==> src/rtl/mp_pkg.sv <==
package mp_pkg;
  parameter int unsigned OPW = 8;          // operand width
  localparam int unsigned PW  = 2 * OPW;   // product width
  localparam int unsigned NPP = OPW;       // partial product count

  typedef logic [PW-1:0] word_t;

  // 3:2 compressor sum vector: bitwise parity of the three inputs
  function automatic word_t csa_sum(input word_t x, input word_t y, input word_t z);
    return x ^ y ^ z;
  endfunction

  // 3:2 compressor carry vector: bitwise majority, moved one place up
  function automatic word_t csa_cry(input word_t x, input word_t y, input word_t z);
    return ((x & y) | (y & z) | (x & z)) << 1;
  endfunction
endpackage

==> src/rtl/mp_ppgen.sv <==
module mp_ppgen
  import mp_pkg::*;
(
  input  logic [OPW-1:0]          mcand,
  input  logic [OPW-1:0]          mplier,
  output logic [NPP-1:0][PW-1:0]  pp
);
  for (genvar i = 0; i < NPP; i++) begin : g_row
    assign pp[i] = mplier[i] ? (word_t'(mcand) << i) : '0;
  end
endmodule

==> src/rtl/mp_csa.sv <==
module mp_csa
  import mp_pkg::*;
(
  input  word_t x,
  input  word_t y,
  input  word_t z,
  output word_t s,
  output word_t c
);
  assign s = csa_sum(x, y, z);
  assign c = csa_cry(x, y, z);
endmodule

==> src/rtl/mp_ripple.sv <==
module mp_ripple #(
  parameter int unsigned N = 16
) (
  input  logic [N-1:0] x,
  input  logic [N-1:0] y,
  output logic [N-1:0] sum
);
  logic [N-1:0] cin;   // carry into each bit position
  assign cin[0] = 1'b0;

  for (genvar i = 0; i < N; i++) begin : g_bit
    assign sum[i] = x[i] ^ y[i] ^ cin[i];
    if (i < N - 1) begin : g_cy
      assign cin[i+1] = (x[i] & y[i]) | (cin[i] & (x[i] ^ y[i]));
    end
  end
endmodule

==> src/rtl/csa_mult_pipe.sv <==
module csa_mult_pipe
  import mp_pkg::*;
(
  input  logic            clk,
  input  logic            rst,
  input  logic            in_valid,
  input  logic [OPW-1:0]  in_a,
  input  logic [OPW-1:0]  in_b,
  output logic            out_valid,
  output logic [PW-1:0]   out_p
);
  // bank 0: input
  logic [OPW-1:0] a_q, b_q;
  logic           v0_q;
  // bank 1: partial products
  logic [NPP-1:0][PW-1:0] pp_c, pp_q;
  logic                   v1_q;
  // bank 2: four operands
  logic [3:0][PW-1:0] st2_c, st2_q;
  logic               v2_q;
  // bank 3: two operands
  logic [1:0][PW-1:0] st3_c, st3_q;
  logic               v3_q;
  // stage 4 result
  word_t fin_c;

  // running totals of each bank, brought out for the checker
  word_t tot1, tot2, tot3;

  always_ff @(posedge clk) begin
    if (rst) begin
      a_q <= '0; b_q <= '0; v0_q <= 1'b0;
      pp_q <= '0; v1_q <= 1'b0;
      st2_q <= '0; v2_q <= 1'b0;
      st3_q <= '0; v3_q <= 1'b0;
      out_p <= '0; out_valid <= 1'b0;
    end else begin
      a_q <= in_a;   b_q <= in_b;  v0_q <= in_valid;
      pp_q <= pp_c;  v1_q <= v0_q;
      st2_q <= st2_c; v2_q <= v1_q;
      st3_q <= st3_c; v3_q <= v2_q;
      out_p <= fin_c; out_valid <= v3_q;
    end
  end

  // stage 1: partial products
  mp_ppgen u_pp (.mcand(a_q), .mplier(b_q), .pp(pp_c));

  // stage 2: eight to four, two levels
  word_t s_a, c_a, s_b, c_b;
  mp_csa u_l1a (.x(pp_q[0]), .y(pp_q[1]), .z(pp_q[2]), .s(s_a), .c(c_a));
  mp_csa u_l1b (.x(pp_q[3]), .y(pp_q[4]), .z(pp_q[5]), .s(s_b), .c(c_b));
  mp_csa u_l2a (.x(s_a), .y(c_a), .z(s_b), .s(st2_c[0]), .c(st2_c[1]));
  mp_csa u_l2b (.x(c_b), .y(pp_q[6]), .z(pp_q[7]), .s(st2_c[2]), .c(st2_c[3]));

  // stage 3: four to two, two levels
  word_t s_e, c_e;
  mp_csa u_l3a (.x(st2_q[0]), .y(st2_q[1]), .z(st2_q[2]), .s(s_e), .c(c_e));
  mp_csa u_l3b (.x(s_e), .y(c_e), .z(st2_q[3]), .s(st3_c[0]), .c(st3_c[1]));

  // stage 4: ripple-carry resolve
  mp_ripple #(.N(PW)) u_rca (.x(st3_q[0]), .y(st3_q[1]), .sum(fin_c));

  always_comb begin
    tot1 = '0;
    for (int i = 0; i < NPP; i++) tot1 = tot1 + pp_q[i];
    tot2 = st2_q[0] + st2_q[1] + st2_q[2] + st2_q[3];
    tot3 = st3_q[0] + st3_q[1];
  end
endmodule

==> config.mk <==
export PLATFORM = sky130hd
export DESIGN_NAME = csa_mult_pipe
export DESIGN_NICKNAME = d
export VERILOG_FILES = /design/src/rtl/mp_pkg.sv /design/src/rtl/mp_ppgen.sv /design/src/rtl/mp_csa.sv /design/src/rtl/mp_ripple.sv /design/src/rtl/csa_mult_pipe.sv
export SDC_FILE = /design/constraint.sdc
export NUM_CORES = 1
export LEC_CHECK = 0
export ABC_CLOCK_PERIOD_IN_PS = 3900
export CORE_MARGIN = 8
export CORE_UTILIZATION = 46
export DETAILED_ROUTE_END_ITERATION = 12
export DONT_BUFFER_PORTS = 1
export SETUP_SLACK_MARGIN = 0.02
export SYNTH_ARGS = -nofsm -noshare
export SYNTH_HDL_FRONTEND = slang
export SYNTH_SLANG_ARGS = --single-unit
==> constraint.sdc <==
create_clock -name clk -period 3.9 [get_ports clk]
set_clock_uncertainty 0.2 [all_clocks]
set_input_delay 0.195 -clock clk [delete_from_list [all_inputs] [get_ports clk]]
set_output_delay 0.195 -clock clk [all_outputs]
set_load 0.01 [all_outputs]
==> run metrics, run 1 <==
port buffer count=0; Reg area=3320 sq um; Routed WL=8850 microns; Mapped Cells=472; CTS Buf Count=17; Placed Area=6030 sq um; Critical Path Sink Type=flop; fin crit share=105%; Vias=3198; Area contributors post-synth=dfxtp_1, fa_1, nor2b_1, and2_1, inv_1; placed insts=632; max-cap viol count=0; sequential fraction of the synthesis area=56.7%; Yosys warnings=0; Worst-path clk slew=~0.060 ns; H-tree level count=4; Mean Syn Cell Area=12.4 sq um; R2R depth=12; peak supply drop=roughly 0.00029 V; Pins Over Slew Limit=0; worst-path fanout max=1; Critical Path Start=st3_q[21]$_SDFF_PP0_; full die area=~17000 sq um; core area=12500 sq um; CP arrival=4.23 ns; reg2reg end=out_p[14]$_SDFF_PP0_; Cell Rows=41; hold depth=1; Fill cells=998; Setup violations, final=2; most common cell after layout, fill and taps aside=dfxtp_1; vias in the first global route=3360; Post-DP HPWL=5390 microns; final instance area=slightly below 8000 sq um; die width=around 130 microns; r2r setup slk=-0.18 ns; slew margin rel.=75.7%; worst slew pin tran=about 0.36 ns; routed vias/inst=about 4.2; DRT Pass-1 Iters=4; DR WL/cell=between 10 and 15 microns; Tot GR Track Use=about an eighth; initial core utilization=between 40% and 50%; pin count of the biggest net entering global routing=111; NumNets Final=667; cell taking the most area after synthesis=dfxtp_1; kind of critical path=flop to flop; Clock Tree Buf Depth=2; min-delay src=rst; layout cells sized above 1=8.36%; area of the multi-input gates=approximately 2300 sq um; clk sinks=roughly 170; post-route worst setup slack=-0.178 ns; final hold vios=4; Mapped Area=a little under 6000 sq um; Hold WS=-0.250 ns; Congestion Overflow GR=0; first-pass GRT wire length=between 15000 and 20000 microns; clock latency on the worst-skew pair=0.42 ns; Seq cells post-synth=between 150 and 200; clock root buffer=clkbuf_16; f_max=0.245 GHz; syn nets=roughly 550; Final ANT Viol Nets=0; commonest cells after routing, fill and taps aside=dfxtp_1, dlygate4sd3_1, nor2b_1; Power Dens Cells=465 nW/um^2; Startpoint Class=flop; Ant. Diodes=0; failing checks=negative hold slack, negative setup slack; Post CTS Setup Buffer Count=0; Yosys top cell area share=56.7%; initial antenna violation count=0; CTS tree=built; outcome=finished, violations left; crit path to=out_p[14]$_SDFF_PP0_; Post-Layout Cell Count=slightly below 800; drt initial violations=about 180; Die H=129 microns; P&R area growth vs syn=32.0%; IO Pins=36; CTS Hold Buffers Added=between 100 and 150; hold crit path type=input pin to flop; RSZ-0062 raised after global routing=true; r2r startpoint=st3_q[21]$_SDFF_PP0_; Residual DRC=0; final critical-path required period=4.08 ns; final RePlAce weighted congestion=0.748; Cell variety after synth=12; Leakage=approximately 3.5 nW; Data required, critical path=4.05 ns
[critical path, stage by stage (launching register included)]
cell and delay, ns:
dfxtp_1 0.32, ha_4 0.16, fa_2 0.33, fa_2 0.36, fa_2 0.35, fa_2 0.35, fa_2 0.34, fa_2 0.35
fa_2 0.35, fa_2 0.34, inv_2 0.06, fa_2 0.42, nor2_1 0.10
[worst min-delay path by stage]
| stage | endpoint | slack (ns) |
|---|---|---|
| 3_5_place_dp | a_q[5]$_SDFF_PP0_ | 0.08 |
| 5_1_grt | out_p[14]$_SDFF_PP0_ | -0.36 |
| 6_report | out_p[14]$_SDFF_PP0_ | -0.25 |
| 3_3_place_gp | b_q[0]$_SDFF_PP0_ | 0.08 |
| 4_1_cts | out_p[14]$_SDFF_PP0_ | -0.35 |
| 2_1_floorplan | a_q[0]$_SDFF_PP0_ | 0.12 |
[where the power goes]
group	internal [mW]	leakage (nW)	total [mW]	switching (mW)
Sequential	1.73	1.35	1.75	0.0211
Combinational	0.0676	1.86	0.103	0.0349
Clock	1.11	0.299	1.75	0.638
Total	2.91	3.51	3.60	0.694
[synthesized netlist by cell type]
cell type  count
dfxtp_1      166
nor2b_1       85
and2_1        64
inv_1         56
fa_1          47
nor2_1        17
ha_1          16
buf_2          9
nor2b_4        8
buf_4          2
buf_6          1
xor2_1         1
[flip-flops by register name, indices dropped and copies added, names as in the netlist]
| signal | count |
|---|---|
| a_q | 8 |
| b_q | 8 |
| out_p | 16 |
| out_valid | 1 |
| pp_q | 64 |
| st2_q | 39 |
| st3_q | 26 |
| v0_q | 1 |
| v1_q | 1 |
| v2_q | 1 |
| v3_q | 1 |
[repair_timing]
item / in CTS / in global routing
pin swaps: 1 / 2
endpoints found under the setup margin: 2 / 3
resized for setup: 0 / 2
endpoints found under the hold margin: 166 / 4
[through the flow]
step / setup WS [ns] / total power [mW] / TNS (ns) / utilization (%) / hold WS, ns
final: -0.178 / 3.60 / -0.266 / 61.8 / -0.250
after global routing: -0.285 / 3.74 / -0.517 / 61.8 / -0.357
after CTS: -0.204 / 3.64 / -0.297 / 61.7 / -0.355
after detailed placement: -0.190 / 1.86 / -0.286 / 48.2 / 0.0782
after global placement: -0.144 / 1.86 / -0.191 / 48.2 / 0.0788
after floorplan: -0.0731 / 1.85 / -0.0731 / - / 0.123
[per-layer routing]
layer	vias up	global-route usage [%]	share of wire [%]
li1	1612	-	-
met5	-	0	0
met3	14	3.72	4.1
met4	0	7.05	2.1
met2	51	20.7	49
met1	1521	13.3	44
[final cells by class]
cell class | instances | area share (%)
flip-flops and latches | 166 | 43.0
inverters | 56 | 2.72
multi-input cells | 238 | 29.6
repair buffers | 106 | 13.7
well taps | 172 | 2.78
clock buffers | 21 | 5.95
clock inverters | 11 | 2.25
[logic make-up after synthesis]
family / synth area share [%]
adders and majority gates: 19.5
and+or+nand+nor: 18.9
buffers and inverters: 4.80
xor gates and xnor gates: 0.149
DFF: 56.7
Note: power is estimated with default switching activity, not from simulation.
==> run 2, diff against run 1 <==
- MAX_ROUTING_LAYER: default -> met4
==> run metrics, run 2 (synthesis gave the netlist of run 1 again) <==
NumNets Final=667; clock latency on the worst-skew pair=about 0.42 ns; peak supply drop=about 0.00029 V; r2r startpoint=st3_q[21]$_SDFF_PP0_; drt initial violations=185; port buffer count=0; Startpoint Class=flop; initial antenna violation count=0; worst-path fanout max=1; Power Dens Cells=465 nW/um^2; Post CTS Setup Buffer Count=0; pin count of the biggest net entering global routing=111; Residual DRC=0; CTS Hold Buffers Added=106; Leakage=3.51 nW; Congestion Overflow GR=0; Hold Path Sink=out_p[14]$_SDFF_PP0_; Pins Over Slew Limit=0; kind of critical path=flop to flop; reg2reg end=out_p[14]$_SDFF_PP0_; Die H=129 microns; final critical-path required period=4.08 ns; worst slew pin tran=roughly 0.37 ns; Ant. Diodes=0; Critical Path Sink Type=flop; most common cell after layout, fill and taps aside=dfxtp_1; Power Total=3.60 mW; failing checks=negative hold slack, negative setup slack; hold crit path type=input pin to flop; Routed WL=8870 microns; Cell Rows=41; Hold WS=-0.252 ns; layout cells sized above 1=8.36%; Tot GR Track Use=between 10 and 15%; placed insts=632; slew margin rel.=between 70 and 80%; CTS Buf Count=17; CTS tree=built; Final ANT Viol Nets=0; initial core utilization=roughly 47%; DR WL/cell=~12 microns; clk sinks=around 170; vias in the first global route=3360; DRT Pass-1 Iters=4; r2r setup slk=-0.18 ns; Setup violations, final=2; Reg with most FFs=pp_q; commonest cells after routing, fill and taps aside=dfxtp_1, dlygate4sd3_1, nor2b_1; Clock Tree Buf Depth=2; TNS Setup=-0.264 ns; IO Pins=36; Post-DP HPWL=5390 microns; final hold vios=4; clock root buffer=clkbuf_16; Vias=3180; biggest regs=pp_q: 64 flops, st2_q: 39 flops, st3_q: 26 flops; CP arrival=approximately 4.2 ns; hold depth=1; R2R depth=12; core area=12500 sq um; first-pass GRT wire length=between 15000 and 20000 microns; Worst-path clk slew=roughly 0.06 ns; H-tree level count=4; outcome=finished, violations left; Data required, critical path=4.06 ns; post-route worst setup slack=-0.178 ns; routed vias/inst=4.13; f_max=0.245 GHz; RSZ-0062 raised after global routing=true; fin crit share=105%; max-cap viol count=0; Post-Layout Cell Count=a little under 800; Fill cells=998; full die area=16600 sq um; min-delay src=rst; P&R area growth vs syn=32.0%; final RePlAce weighted congestion=0.757; Util after Layout=61.8%; die width=129 microns; max reg flops=64
## run 2: cell counts in the layout (fill, tap and decap cells not counted)
Identical to the previous run, type by type.
## run 2: layout make-up
type / count / area, sq um / area share (%)
clock buffer: 21 / 460 / 5.95
timing repair buffer: 106 / 1060 / 13.7
clock inverter: 11 / 174 / 2.25
inverter: 56 / 210 / 2.72
multi-input combinational: 238 / 2290 / 29.6
tap: 172 / 215 / 2.78
sequential: 166 / 3320 / 43.0
## run 2: routing by layer
| layer | up-vias | share of wire [%] | track usage, % | wire length (microns) |
|---|---|---|---|---|
| li1 | 1610 | - | - | - |
| met1 | 1504 | 45 | 13.3 | 3980 |
| met2 | 50 | 49 | 20.7 | 4350 |
| met3 | 16 | 3.8 | 3.64 | 339 |
| met4 | 0 | 2.2 | 7.05 | 199 |
| met5 | - | 0 | - | 0 |
## run 2: repair_timing
action / CTS / global route
setup endpoints to repair: 2 / 3
gates resized for setup: 0 / 2
pin swaps: 1 / 2
cloned: 0 / 0
endpoints found under the hold margin: 166 / 4
## run 2: report_power, final
| group | switching [mW] | internal, mW |
|---|---|---|
| Combinational | 0.0350 | 0.0676 |
| Sequential | 0.0211 | 1.73 |
| Clock | 0.640 | 1.11 |
| Total | 0.696 | 2.91 |
## run 2: how the worst max path moves through the flow
stage | slack, ns | from | endpoint
global route | -0.28 | st3_q[21]$_SDFF_PP0_ | out_p[14]$_SDFF_PP0_
finish | -0.18 | st3_q[21]$_SDFF_PP0_ | out_p[14]$_SDFF_PP0_
floorplan | -0.07 | st3_q[5]$_SDFF_PP0_ | out_p[14]$_SDFF_PP0_
global placement | -0.14 | st3_q[5]$_SDFF_PP0_ | out_p[14]$_SDFF_PP0_
detailed placement | -0.19 | st3_q[5]$_SDFF_PP0_ | out_p[14]$_SDFF_PP0_
CTS | -0.20 | st3_q[5]$_SDFF_PP0_ | out_p[14]$_SDFF_PP0_
## run 2: worst max-delay path, cell delays in order (launching register included)
cell and delay, ns:
dfxtp_1 0.32, ha_4 0.16, fa_2 0.33, fa_2 0.36, fa_2 0.35, fa_2 0.35
fa_2 0.34, fa_2 0.35, fa_2 0.35, fa_2 0.34, inv_2 0.06, fa_2 0.42
nor2_1 0.10
## run 2: stage by stage
| stage | setup WS [ns] | cell area, sq um |
|---|---|---|
| after floorplan | -0.0731 | 5890 |
| final | -0.178 | 7740 |
| after CTS | -0.204 | 7720 |
| after global placement | -0.144 | 6030 |
| after detailed placement | -0.190 | 6030 |
| after global routing | -0.285 | 7740 |
